[src/rtl/vtg_pkg.sv]
package vtg_pkg;

    localparam int CW     = 16;
    localparam int AW     = 5;
    localparam int DW     = 8;
    localparam int NFIELD = 8;
    localparam int IDXW   = $clog2(NFIELD);

    localparam int IX_HFP  = 0;
    localparam int IX_HSW  = 1;
    localparam int IX_HBP  = 2;
    localparam int IX_HACT = 3;
    localparam int IX_VFP  = 4;
    localparam int IX_VSW  = 5;
    localparam int IX_VBP  = 6;
    localparam int IX_VACT = 7;

    localparam logic [AW-1:0] CTRL_ADDR = AW'(2 * NFIELD);

    typedef struct packed {
        logic [NFIELD-1:0][CW-1:0] f;
        logic                      h_inv;
        logic                      v_inv;
    } cfg_t;

    typedef struct packed {
        logic [CW-1:0] htot;
        logic [CW-1:0] vtot;
        logic [CW-1:0] hs_end;
        logic [CW-1:0] vs_end;
        logic [CW-1:0] de_h0;
        logic [CW-1:0] de_v0;
        logic [CW-1:0] ref_pix;
        logic [CW-1:0] ref_line;
    } lim_t;

    function automatic cfg_t make_cfg(int hfp, int hsw, int hbp, int hact,
                                      int vfp, int vsw, int vbp, int vact);
        cfg_t c;
        c.f[IX_HFP]  = CW'(hfp);
        c.f[IX_HSW]  = CW'(hsw);
        c.f[IX_HBP]  = CW'(hbp);
        c.f[IX_HACT] = CW'(hact);
        c.f[IX_VFP]  = CW'(vfp);
        c.f[IX_VSW]  = CW'(vsw);
        c.f[IX_VBP]  = CW'(vbp);
        c.f[IX_VACT] = CW'(vact);
        c.h_inv      = 1'b0;
        c.v_inv      = 1'b0;
        return c;
    endfunction

    function automatic lim_t derive(cfg_t c);
        lim_t l;
        l.htot     = c.f[IX_HFP] + c.f[IX_HSW] + c.f[IX_HBP] + c.f[IX_HACT];
        l.vtot     = c.f[IX_VFP] + c.f[IX_VSW] + c.f[IX_VBP] + c.f[IX_VACT];
        l.hs_end   = c.f[IX_HFP] + c.f[IX_HSW];
        l.vs_end   = c.f[IX_VFP] + c.f[IX_VSW];
        l.de_h0    = l.htot - c.f[IX_HACT];
        l.de_v0    = l.vtot - c.f[IX_VACT];
        l.ref_pix  = c.f[IX_HFP] + CW'(3);
        l.ref_line = c.f[IX_VFP] + CW'(1);
        return l;
    endfunction

endpackage

[src/rtl/vtg_regs.sv]
module vtg_regs
    import vtg_pkg::*;
#(
    parameter cfg_t DEF = '0
) (
    input  logic          clk,
    input  logic          rst,
    input  logic          wr_en,
    input  logic [AW-1:0] wr_addr,
    input  logic [DW-1:0] wr_data,
    input  logic          commit,
    output cfg_t          act_cfg
);

    cfg_t            shd;
    logic            is_field;
    logic [IDXW-1:0] idx;

    assign is_field = wr_addr < AW'(2 * NFIELD);
    assign idx      = wr_addr[IDXW:1];

    always_ff @(posedge clk) begin
        if (rst) begin
            shd <= DEF;
        end else if (wr_en) begin
            if (wr_addr == CTRL_ADDR) begin
                shd.h_inv <= wr_data[0];
                shd.v_inv <= wr_data[1];
            end else if (is_field) begin
                if (!wr_addr[0])
                    shd.f[idx][CW-1 -: DW] <= wr_data;
                else
                    shd.f[idx][DW-1:0] <= wr_data;
            end
        end
    end

    always_ff @(posedge clk) begin
        if (rst)
            act_cfg <= DEF;
        else if (commit)
            act_cfg <= shd;
    end

endmodule

[src/rtl/vtg_counter.sv]
module vtg_counter
    import vtg_pkg::*;
(
    input  logic          clk,
    input  logic          rst,
    input  logic          fsync,
    input  lim_t          lim,
    output logic [CW-1:0] pix,
    output logic [CW-1:0] line,
    output logic          frame_end
);

    logic last_pix;
    logic last_line;

    assign last_pix  = pix == lim.htot - CW'(1);
    assign last_line = line == lim.vtot - CW'(1);
    assign frame_end = !fsync && last_pix && last_line;

    always_ff @(posedge clk) begin
        if (rst) begin
            pix  <= '0;
            line <= '0;
        end else if (fsync) begin
            pix  <= lim.ref_pix;
            line <= lim.ref_line;
        end else if (last_pix) begin
            pix  <= '0;
            line <= last_line ? '0 : line + CW'(1);
        end else begin
            pix  <= pix + CW'(1);
        end
    end

endmodule

[src/rtl/vtg_decode.sv]
module vtg_decode
    import vtg_pkg::*;
(
    input  logic [CW-1:0] pix,
    input  logic [CW-1:0] line,
    input  cfg_t          cfg,
    input  lim_t          lim,
    output logic          hsync,
    output logic          vsync,
    output logic          de
);

    logic hs_raw;
    logic vs_after;
    logic vs_before;
    logic h_win;
    logic v_win;

    always_comb begin
        hs_raw    = (pix >= cfg.f[IX_HFP]) && (pix < lim.hs_end);
        vs_after  = (line > cfg.f[IX_VFP]) ||
                    ((line == cfg.f[IX_VFP]) && (pix >= cfg.f[IX_HFP]));
        vs_before = (line < lim.vs_end) ||
                    ((line == lim.vs_end) && (pix < cfg.f[IX_HFP]));
        h_win     = pix >= lim.de_h0;
        v_win     = line >= lim.de_v0;
        hsync     = hs_raw ^ cfg.h_inv;
        vsync     = (vs_after && vs_before) ^ cfg.v_inv;
        de        = h_win && v_win;
    end

endmodule

[src/rtl/vtg_raster.sv]
module vtg_raster
    import vtg_pkg::*;
#(
    parameter int DEF_HFP  = 2,
    parameter int DEF_HSW  = 2,
    parameter int DEF_HBP  = 2,
    parameter int DEF_HACT = 8,
    parameter int DEF_VFP  = 1,
    parameter int DEF_VSW  = 1,
    parameter int DEF_VBP  = 1,
    parameter int DEF_VACT = 3
) (
    input  logic          clk,
    input  logic          rst,
    input  logic          wr_en_i,
    input  logic [AW-1:0] wr_addr_i,
    input  logic [DW-1:0] wr_data_i,
    input  logic          frame_sync_i,
    output logic          hsync_o,
    output logic          vsync_o,
    output logic          de_o,
    output logic [CW-1:0] pix_o,
    output logic [CW-1:0] line_o
);

    localparam cfg_t DEF_CFG = make_cfg(DEF_HFP, DEF_HSW, DEF_HBP, DEF_HACT,
                                        DEF_VFP, DEF_VSW, DEF_VBP, DEF_VACT);

    cfg_t act_cfg;
    lim_t lim;
    logic frame_end;

    assign lim = derive(act_cfg);

    vtg_regs #(.DEF(DEF_CFG)) i_regs (
        .clk     (clk),
        .rst     (rst),
        .wr_en   (wr_en_i),
        .wr_addr (wr_addr_i),
        .wr_data (wr_data_i),
        .commit  (frame_end),
        .act_cfg (act_cfg)
    );

    vtg_counter i_cnt (
        .clk       (clk),
        .rst       (rst),
        .fsync     (frame_sync_i),
        .lim       (lim),
        .pix       (pix_o),
        .line      (line_o),
        .frame_end (frame_end)
    );

    vtg_decode i_dec (
        .pix   (pix_o),
        .line  (line_o),
        .cfg   (act_cfg),
        .lim   (lim),
        .hsync (hsync_o),
        .vsync (vsync_o),
        .de    (de_o)
    );

endmodule

[config.mk]
export PLATFORM = sky130hd
export DESIGN_NAME = vtg_raster
export DESIGN_NICKNAME = d
export VERILOG_FILES = /design/src/rtl/vtg_pkg.sv /design/src/rtl/vtg_regs.sv /design/src/rtl/vtg_counter.sv /design/src/rtl/vtg_decode.sv /design/src/rtl/vtg_raster.sv
export SDC_FILE = /design/constraint.sdc
export NUM_CORES = 1
export LEC_CHECK = 0
export BUFFER_PORTS_ARGS = -buffer_cell sky130_fd_sc_hd__buf_4
export CAP_MARGIN = 20
export CORE_MARGIN = 2
export CORE_UTILIZATION = 60
export CTS_BUF_LIST = sky130_fd_sc_hd__clkbuf_2
export CTS_CLUSTER_DIAMETER = 30
export CTS_CLUSTER_SIZE = 24
export DETAILED_ROUTE_END_ITERATION = 6
export PLACE_DENSITY = 0.83
export SKIP_LAST_GASP = 1
export SLEW_MARGIN = 30
export SYNTH_ARGS = -nofsm -noshare
export SYNTH_HDL_FRONTEND = slang
export SYNTH_SLANG_ARGS = --single-unit
[constraint.sdc]
create_clock -name clk -period 12.45 [get_ports clk]
set_input_delay 0.6225 -clock clk [delete_from_list [all_inputs] [get_ports clk]]
set_output_delay 0.6225 -clock clk [all_outputs]
set_load 0.01 [all_outputs]
### Yosys cells after proc, flatten, opt, wreduce, memory -nomap -nowiden

Cells that the tools add are included.

| word-level totals | value |
|---|---|
| register bits | 292 |
| output and inout bits | 35 |
| input port bits | 17 |
| logic and storage cells | 80 |

| operators by class | value |
|---|---|
| order comparisons | 10 |
| bitwise gates (word level) | 3 |
| mux-type cells | 12 |
| equality and inequality tests | 5 |
| reduce and logical (&&, ||, !) cells | 14 |
| add/subtract/negate cells | 14 |

Operator list:

| cell | number |
|---|---|
| 128-bit bitwise mux | 2 |
| 128-bit two-way mux | 1 |
| 16-bit adder | 6 |
| 16-bit demux with 3-bit select | 2 |
| 16-bit two-way mux | 6 |
| 16-bit equality test | 4 |
| 16-bit by 1-bit adder with 16-bit output, second input constant | 3 |
| 16-bit greater-or-equal comparator | 3 |
| 16-bit less-than comparator | 3 |
| 16-bit by 1-bit subtractor with 16-bit output, second input constant | 2 |
| 16-bit subtractor | 2 |
| 16-bit by 2-bit adder with 16-bit output, second input constant | 1 |
| 16-bit greater-than comparator | 1 |
| 1-bit logical AND | 8 |
| 8-bit two-way mux | 1 |
| 5-bit equality test, second input constant | 1 |
| 5-bit less-than comparator, second input constant | 1 |
| 3-bit by 4-bit less-than comparator with 1-bit output, second input constant | 1 |
| 3-bit by 1-bit greater-or-equal comparator with 1-bit output, second input constant | 1 |
| 3-bit AND reduction | 1 |
| 1-bit logical OR | 2 |
| 2-bit AND reduction | 1 |
| 2-bit nonzero test | 1 |
| 1-bit XOR | 2 |
| other kinds (2) | 2 |

### Depth between registers and ports, before layout

Gate-level depths: netlist (run 1).

| logic depth | value |
|---|---|
| depth in word-level cells | 8 |
| gate-level depth with buffers | 36 |
| depth with buffers taken out | 35 |

### Cells and area by module

A second synthesis (run 1) with hierarchy kept.

| unflattened totals | value |
|---|---|
| cell total of the unflattened synthesis | 2237 |
| area, all modules | 19950.4 µm² |

By module, submodules not included:

| module | instances | cells an instance | seq. area each (µm²) | area each (µm²) |
|---|---|---|---|---|
| vtg_regs | 1 | 880 | 5205.0 | 9675.5 |
| vtg_raster | 1 | 635 | 0.0 | 4979.8 |
| vtg_counter | 1 | 399 | 640.6 | 2932.8 |
| vtg_decode | 1 | 323 | 0.0 | 2362.3 |

### Worst setup path before layout (run 1)

OpenSTA, ideal clock, no wires.

| timing | value |
|---|---|
| kind | reg-to-output |
| from | register, netlist name i_regs.act_cfg[66] |
| to | output de_o |
| path slack | 5.600 ns |
| arrival | 6.227 ns |
| stages on the path, launching flop included | 34 |
| path through | dfxtp_1 -> ha_1 -> inv_1 -> fa_1 -> nor2b_1 -> o21ai_0 -> a21boi_0 -> o21ai_0 -> a21oi_1 -> o21ai_0 -> a21oi_1 -> o21ai_0 -> a21oi_1 -> nor2_1 -> xor2_1 -> fa_1 -> inv_1 -> ha_1 -> a21o_1 -> or3_1 -> o211ai_1 -> inv_1 -> ha_1 -> or3_1 -> nor3b_1 -> a311oi_1 -> ha_1 -> a21oi_1 -> nor2b_1 -> a2111oi_0 -> a21oi_1 -> o21ai_0 -> a31oi_1 -> o31a_1 |

| on the way | value |
|---|---|
| word-level cells in the longest chain between the ends | 6 |

Ends and longest elaborated chain:

| element | RTL line | source |
|---|---|---|
| 16-bit adder (3 in a row) | vtg_pkg.sv:56 | `l.vtot = c.f[IX_VFP] + c.f[IX_VSW] + c.f[IX_VBP] + c.f[IX_VACT];` |
| 16-bit subtractor | vtg_pkg.sv:60 | `l.de_v0 = l.vtot - c.f[IX_VACT];` |
| 16-bit greater-or-equal comparator | vtg_decode.sv:26 | `v_win = line >= lim.de_v0;` |
| 1-bit logical AND | vtg_decode.sv:29 | `de = h_win && v_win;` |
| end: declaration | vtg_raster.sv:21 | `output logic de_o,` |

Every way passes these cells.

### Worst setup path after layout (run 1)

| timing | value |
|---|---|
| from | register, netlist name i_regs.act_cfg[66] |
| to | output de_o |

| on the way | value |
|---|---|
| word-level cells in the longest chain between the ends | 6 |

Ends and longest elaborated chain:

| element | RTL line |
|---|---|
| 16-bit adder (3 in a row) | vtg_pkg.sv:56 |
| 16-bit subtractor | vtg_pkg.sv:60 |
| 16-bit greater-or-equal comparator | vtg_decode.sv:26 |
| 1-bit logical AND | vtg_decode.sv:29 |

Every way passes these cells.

==> results of run 1 <==
[through the flow]
step	hold WS (ns)	area, µm²	instances	utilization, %	power (mW)
after floorplan	0.4412	21600	2608	-	1.021
after global placement	0.4518	21880	2964	61.66	1.052
after detailed placement	0.4576	21890	2964	61.69	1.054
after CTS	0.05248	22600	3059	63.70	1.757
after global routing	0.08096	22610	3061	63.73	1.807
final	0.08190	22610	3061	63.73	1.760
[synth_stat cells (all sizes together) (68+ instances only)]
master	count
nor2	193
ha	189
o31ai	138
xnor2	108
clkbuf	100
nand4	174
nand2	124
mux2i	135
inv	233
dfxtp	292
buf	70
a21oi	218
o21ai	68
[logic make-up (layout without fill, tap and decap cells)]
logic type               after synthesis  after routing
XOR/XNOR                             155            155
other                                  0              2
AND/OR/NAND/NOR                      738            738
buffers and inverters                403            393
flip-flops                           292            292
AO/OA/AOI/OAI                        659            659
adder cells (fa/ha/maj)              225            225
multiplexers                         136            136
[worst max path at each step]
stage,cells past startpoint,from,end
final,35,i_regs.act_cfg[66],de_o
after global placement,35,i_regs.act_cfg[66],de_o
after detailed placement,35,i_regs.act_cfg[66],de_o
after floorplan,33,i_regs.act_cfg[66],de_o
after CTS,35,i_regs.act_cfg[66],de_o
after global routing,32,i_regs.act_cfg[68],de_o
[per-layer routing]
metal	track usage, %	part of all wire (%)	up-vias
met1	47.36	44	9539
met4	10.74	2.6	0
met2	49.99	43	1050
li1	-	-	9363
met5	0	0	-
met3	6.958	11	138
[tightest hold or removal path: cells and delay by family]
family	cells	cell delay (ns)
muxes	1	0.16
and+or+nand+nor	1	0.05
buffers and inverters	1	0.21
[registers in the layout, indices dropped and copies added, names as in the netlist]
signal          count
i_regs.shd        130
i_regs.act_cfg    130
i_cnt.line         16
i_cnt.pix          16
[where the power goes]
group	internal (mW)	switching (mW)
sequential	0.939	0.00475
clock	0.314	0.408
combinational	0.0250	0.0686
total	1.28	0.481
[layout make-up]
| class | instances | area share [%] |
|---|---|---|
| flip-flops and latches | 292 | 25.85 |
| well taps | 461 | 2.551 |
| multi-input cells | 1913 | 62.35 |
| clock buffers | 57 | 1.262 |
| diodes | 2 | 0.02213 |
| repair buffers | 65 | 2.202 |
| clock inverters | 38 | 1.881 |
| inverters | 233 | 3.879 |
==> out/results.ini, run 1 <==
[global_routing]
grt_pass1_wl_mm=102.1
track_usage_pct=33.19
grt_max_degree=113
antenna_found_initial=2
grt_pass1_vias=19050
overflow=0

[clocking]
h-tree-depth=2
clk_path_buf_depth=3
clk_pin_slew_worst_paths_ns=0.17
cts_hold_buffers=0
postCtsResizedCells=0
clk_latency_ns=0.99
cts_made_buffers=51
post_cts_buffers=0
cts_sinks=292
root_buffer=clkbuf_2
cts_tree=built

[floorplanning]
die_w_um=193.7
pin_count=52
row_count=69
die_h_um=193.7
core_area_mm2=0.03548
die-area_mm2=0.03753
initial_utilization_pct=60.86

[sta]
clock_skew_ns=0.1045
setup_viol_count_final=0
final_hold_viol_count=0
min_period_over_period_pct=73.09
finalCriticalPeriod_ns=9.100
worst_pin_slew_ns=0.9901
rsz0062_at_grt=false
report.final.slew_viol_count=0
fin_tns_setup_ns=0
relSlewSlack_pct=33.99
fmaxAchievable_ghz=0.1099
final.setup.worst_slack_ns=3.350

[routing]
ant_nets=0
drc=0
vias_per_cell=6.563
vias=20090
drt_pass1_iterations=6
wl_per_cell_um=21.06
drt-initial-drc-count=2423
drt_wl_total_mm=64.46

[synth]
synthSimpleGateAreaFrac_pct=17.71
yosysTopAreaCellShare_pct=27.07
synthCells=2608
synth_top_area_cell=dfxtp_1
synth_compound_area_share_pct=20.34
yosysUniqueCellTypes=92
syn_avg_cell_area_um2=8.281
netlist_area_mm2=0.02160
synthMuxAreaShare_pct=6.309
async_reset_ff_share_pct=0
synth_top_family_by_area=compound AO/OA/AOI/OAI gates
yosys.area_share.adder_pct=14.29
synth_ff_type=dfxtp_1
synth-xor-area-share_pct=6.524
synth_edf_count=0
seq_area_frac_synth_pct=27.07
ys_ff_latch=292
synthTopCellsByArea=dfxtp_1 27%, ha_1 11%, mux2i_1 6.3%
yosysWarnings=0
syn-num-nets=2850

[final_layout]
ff_latch_area_mm2=0.005846
layout_common_cells=292 x dfxtp_1, 230 x inv_1, 217 x a21oi_1
nNetsFinal=2798
final_common_cell=dfxtp_1
multi_input_area_mm2=0.01410
drive_above_1_share_pct=7.390
area_growth_pct=4.710
n_fill_cell=3000

[setup_path]
startpoint_type=flop
reg2regPathDepth=29
r2r_end=i_regs.act_cfg[69]
r2r_start=i_regs.act_cfg[2]
max_stage_delay_ns=0.53
cp-end-kind=output pin
arrival_ns=8.48
slowest_stage=a2111oi_0
r2r_slack_ns=4.20
crit_buf_inv=4
cp_top_family=compound AO/OA/AOI/OAI gates
crit_fanout=7
crit_type=flop to output pin
crit_required_ns=11.83

[run_status]
status=completed

[run]
drv_cap=0

[worst_hold_path]
min_path_cells=3
holdCritStartpoint=wr_data_i[6]
hp-class=input port to flop
holdPathEnd=i_regs.shd[112]

[placed_design]
place_hpwl_mm=46.10
pre_cts_slack_ns=4.408
io_buffer_count=51
gp_congestion=0.9375

[pwr]
ir_drop_v=0.00006093
p_leak_nw=9.560
p_per_area_mw_per_mm2=77.82

Power figures use the tool's default switching activity.
==> inputs of run 2 (changes only) <==
Clock period 12.45 ns to 8.73 ns, I/O delays scaled along.
==> run 2 against run 1 <==
Clock skew grew 0.0019 ns. Die area is the same. Worst setup slack lost 3.0 ns. Combinational power grew 46%. Count of clock-buffer cells in the layout grew 2. Utilization grew 0.68 points. Sequential power grew 43%. Critical path type unchanged. Critical endpoint unchanged. Largest cell class unchanged. Largest power group unchanged. Highest routed layer is now met5.
==> out/results.ini, run 2 (synthesized netlist as in run 1, its figures left out) <==
[sta]
clock_skew_ns=0.1064  ; +0.001893 ns
finalCriticalPeriod_ns=8.336
final_hold_viol_count=0  ; unchanged
relSlewSlack_pct=34.33  ; +0.34 points
min_period_over_period_pct=95.49
fin_tns_setup_ns=0  ; unchanged
fmaxAchievable_ghz=0.1200
report.final.slew_viol_count=0  ; unchanged
holdWs_ns=0.04926  ; -0.03264 ns
worst_pin_slew_ns=0.9850  ; -0.005140 ns
setup_viol_count_final=0  ; unchanged

[clocking]
cts_sinks=292  ; unchanged
h-tree-depth=2  ; unchanged
cts_made_buffers=52  ; +2.0%
root_buffer=clkbuf_2
cts_tree=built
clk_path_buf_depth=3  ; unchanged
clk_latency_ns=0.94  ; -0.05 ns
clk_pin_slew_worst_paths_ns=0.16  ; about the same

[run_status]
status=completed

[floorplanning]
core_area_mm2=0.03548  ; unchanged
die_w_um=193.7  ; unchanged
pin_count=52  ; unchanged
die_h_um=193.7  ; unchanged
die-area_mm2=0.03753  ; unchanged
initial_utilization_pct=60.86  ; unchanged
row_count=69  ; unchanged

[final_layout]
n_fill_cell=3017  ; +0.57%
fin_util_pct=64.41  ; +0.68 points
drive_above_1_share_pct=8.438  ; +1.0 points
layout_common_cells=290 x dfxtp_1, 229 x inv_1, 216 x a21oi_1
largest_registers=i_regs.act_cfg (130), i_regs.shd (130)
finalNonFillerCells=3081  ; +0.65%
area_growth_pct=5.828
final_common_cell=dfxtp_1
nNetsFinal=2822  ; +0.86%

[pwr]
switching_share_pct=28.58  ; +1.2 points
internal_power_mw=1.686  ; +32%
ir_drop_v=0.00006885  ; +13%
combPwrFrac_pct=5.8  ; +0.5 points
p_leak_nw=9.634  ; +0.77%
p_sw_uw=674.6  ; +40%
total_power_mw=2.360  ; +34%
p_per_area_mw_per_mm2=103.3  ; +33%
pwr-share-seq_pct=57.0  ; +3.4 points
power.share.clock_pct=37.2  ; -3.8 points

[routing]
vias=20120  ; +0.16%
drt_wl_total_mm=64.33  ; -0.21%
drt_pass1_iterations=6  ; unchanged
drc=0  ; unchanged
wl_per_cell_um=20.88  ; -0.85%
vias_per_cell=6.531  ; -0.49%
drt-initial-drc-count=2582  ; +6.6%
ant_nets=0  ; unchanged

[global_routing]
track_usage_pct=33.13  ; -0.065 points
overflow=0  ; unchanged
antenna_found_initial=2  ; unchanged
grt_pass1_wl_mm=102.3  ; +0.21%
grt_max_degree=127  ; +12%
grt_pass1_vias=18910  ; -0.70%

[setup_path]
max_stage_delay_ns=0.48  ; -0.05 ns
cp_top_family=compound AO/OA/AOI/OAI gates
cp-end-kind=output pin
startpoint_type=flop
crit_buf_inv=5  ; +1
crit_required_ns=8.29  ; -3.54 ns
arrival_ns=7.90  ; -0.58 ns
crit_type=flop to output pin
slowest_stage=fa_1
crit_fanout=6  ; -1

[placed_design]
io_buffer_count=51  ; unchanged
placedCellCount=2966  ; +0.067%
place_hpwl_mm=45.86  ; -0.53%
gp_congestion=0.9654  ; +3.0%

[run]
drv_cap=0  ; unchanged

[worst_hold_path]
hp-class=input port to flop

run 2: changes by cell type in the layout (fill, tap and decap cells not counted), moves of 3 or more:
cell           previous run  this run
o21ai_0                  61        56
dlygate4sd3_1             0        11
nor2_2                    2         5
xor2_2                    0         3
xor2_1                   45        42
nor2_1                  190       187
o21ai_1                   6        11
buf_4                    63        74
bufinv_16                 8         3
run 2: metal layers:
| metal | vias up | global-route usage [%] | wire length [µm] |
|---|---|---|---|
| li1 | 9394 | - | - |
| met1 | 9607 | 49.00 | 28560 |
| met2 | 1004 | 50.04 | 27900 |
| met3 | 115 | 4.905 | 6330 |
| met4 | 2 | 9.217 | 1523 |
| met5 | - | 0 | 13 |
run 2: path summary, 6_finish.rpt:
check	slack [ns]	startpoint	cells past startpoint	to
max reg2reg	1.08	i_regs.act_cfg[2]	28	i_regs.act_cfg[23]
max	0.39	i_regs.act_cfg[2]	33	de_o
min reg2reg	0.41	i_regs.shd[129]	2	i_regs.act_cfg[129]
min	0.05	rst	2	i_regs.shd[95]
run 2: timing repair:
action	CTS	global route
pin swaps	0	6
hold buffers	11	0
setup endpoints to repair	1	1
endpoints found under the hold margin	109	0
resized for setup	3	29
buffers inserted	0	10
run 2: final cells by class:
cell class	count	area [µm²]	area share [%]
clock buffers	59	295.3	1.292
inverters	233	879.6	3.849
repair buffers	88	719.4	3.148
well taps	461	576.8	2.524
diodes	1	2.502	0.01095
clock inverters	34	290.3	1.270
flip-flops and latches	292	5851	25.60
multi-input cells	1913	14240	62.31
run 2: per-stage QoR:
step                cell area [µm²]  setup slack [ns]
floorplan                     21600             2.066
global route                  22850          -0.05801
CTS                           22640         0.0005507
global placement              21920             1.092
detailed placement            21930            0.8837
finish                        22850            0.3941
run 2: power groups by stage:
stage / sequential [mW] / combinational, mW / clock, mW
4_1_cts: 1.35 / 0.132 / 0.885
3_5_place_dp: 1.37 / 0.128 / 0
3_3_place_gp: 1.37 / 0.126 / 0
6_report: 1.35 / 0.137 / 0.878
2_1_floorplan: 1.37 / 0.0833 / 0
5_1_grt: 1.35 / 0.143 / 0.942
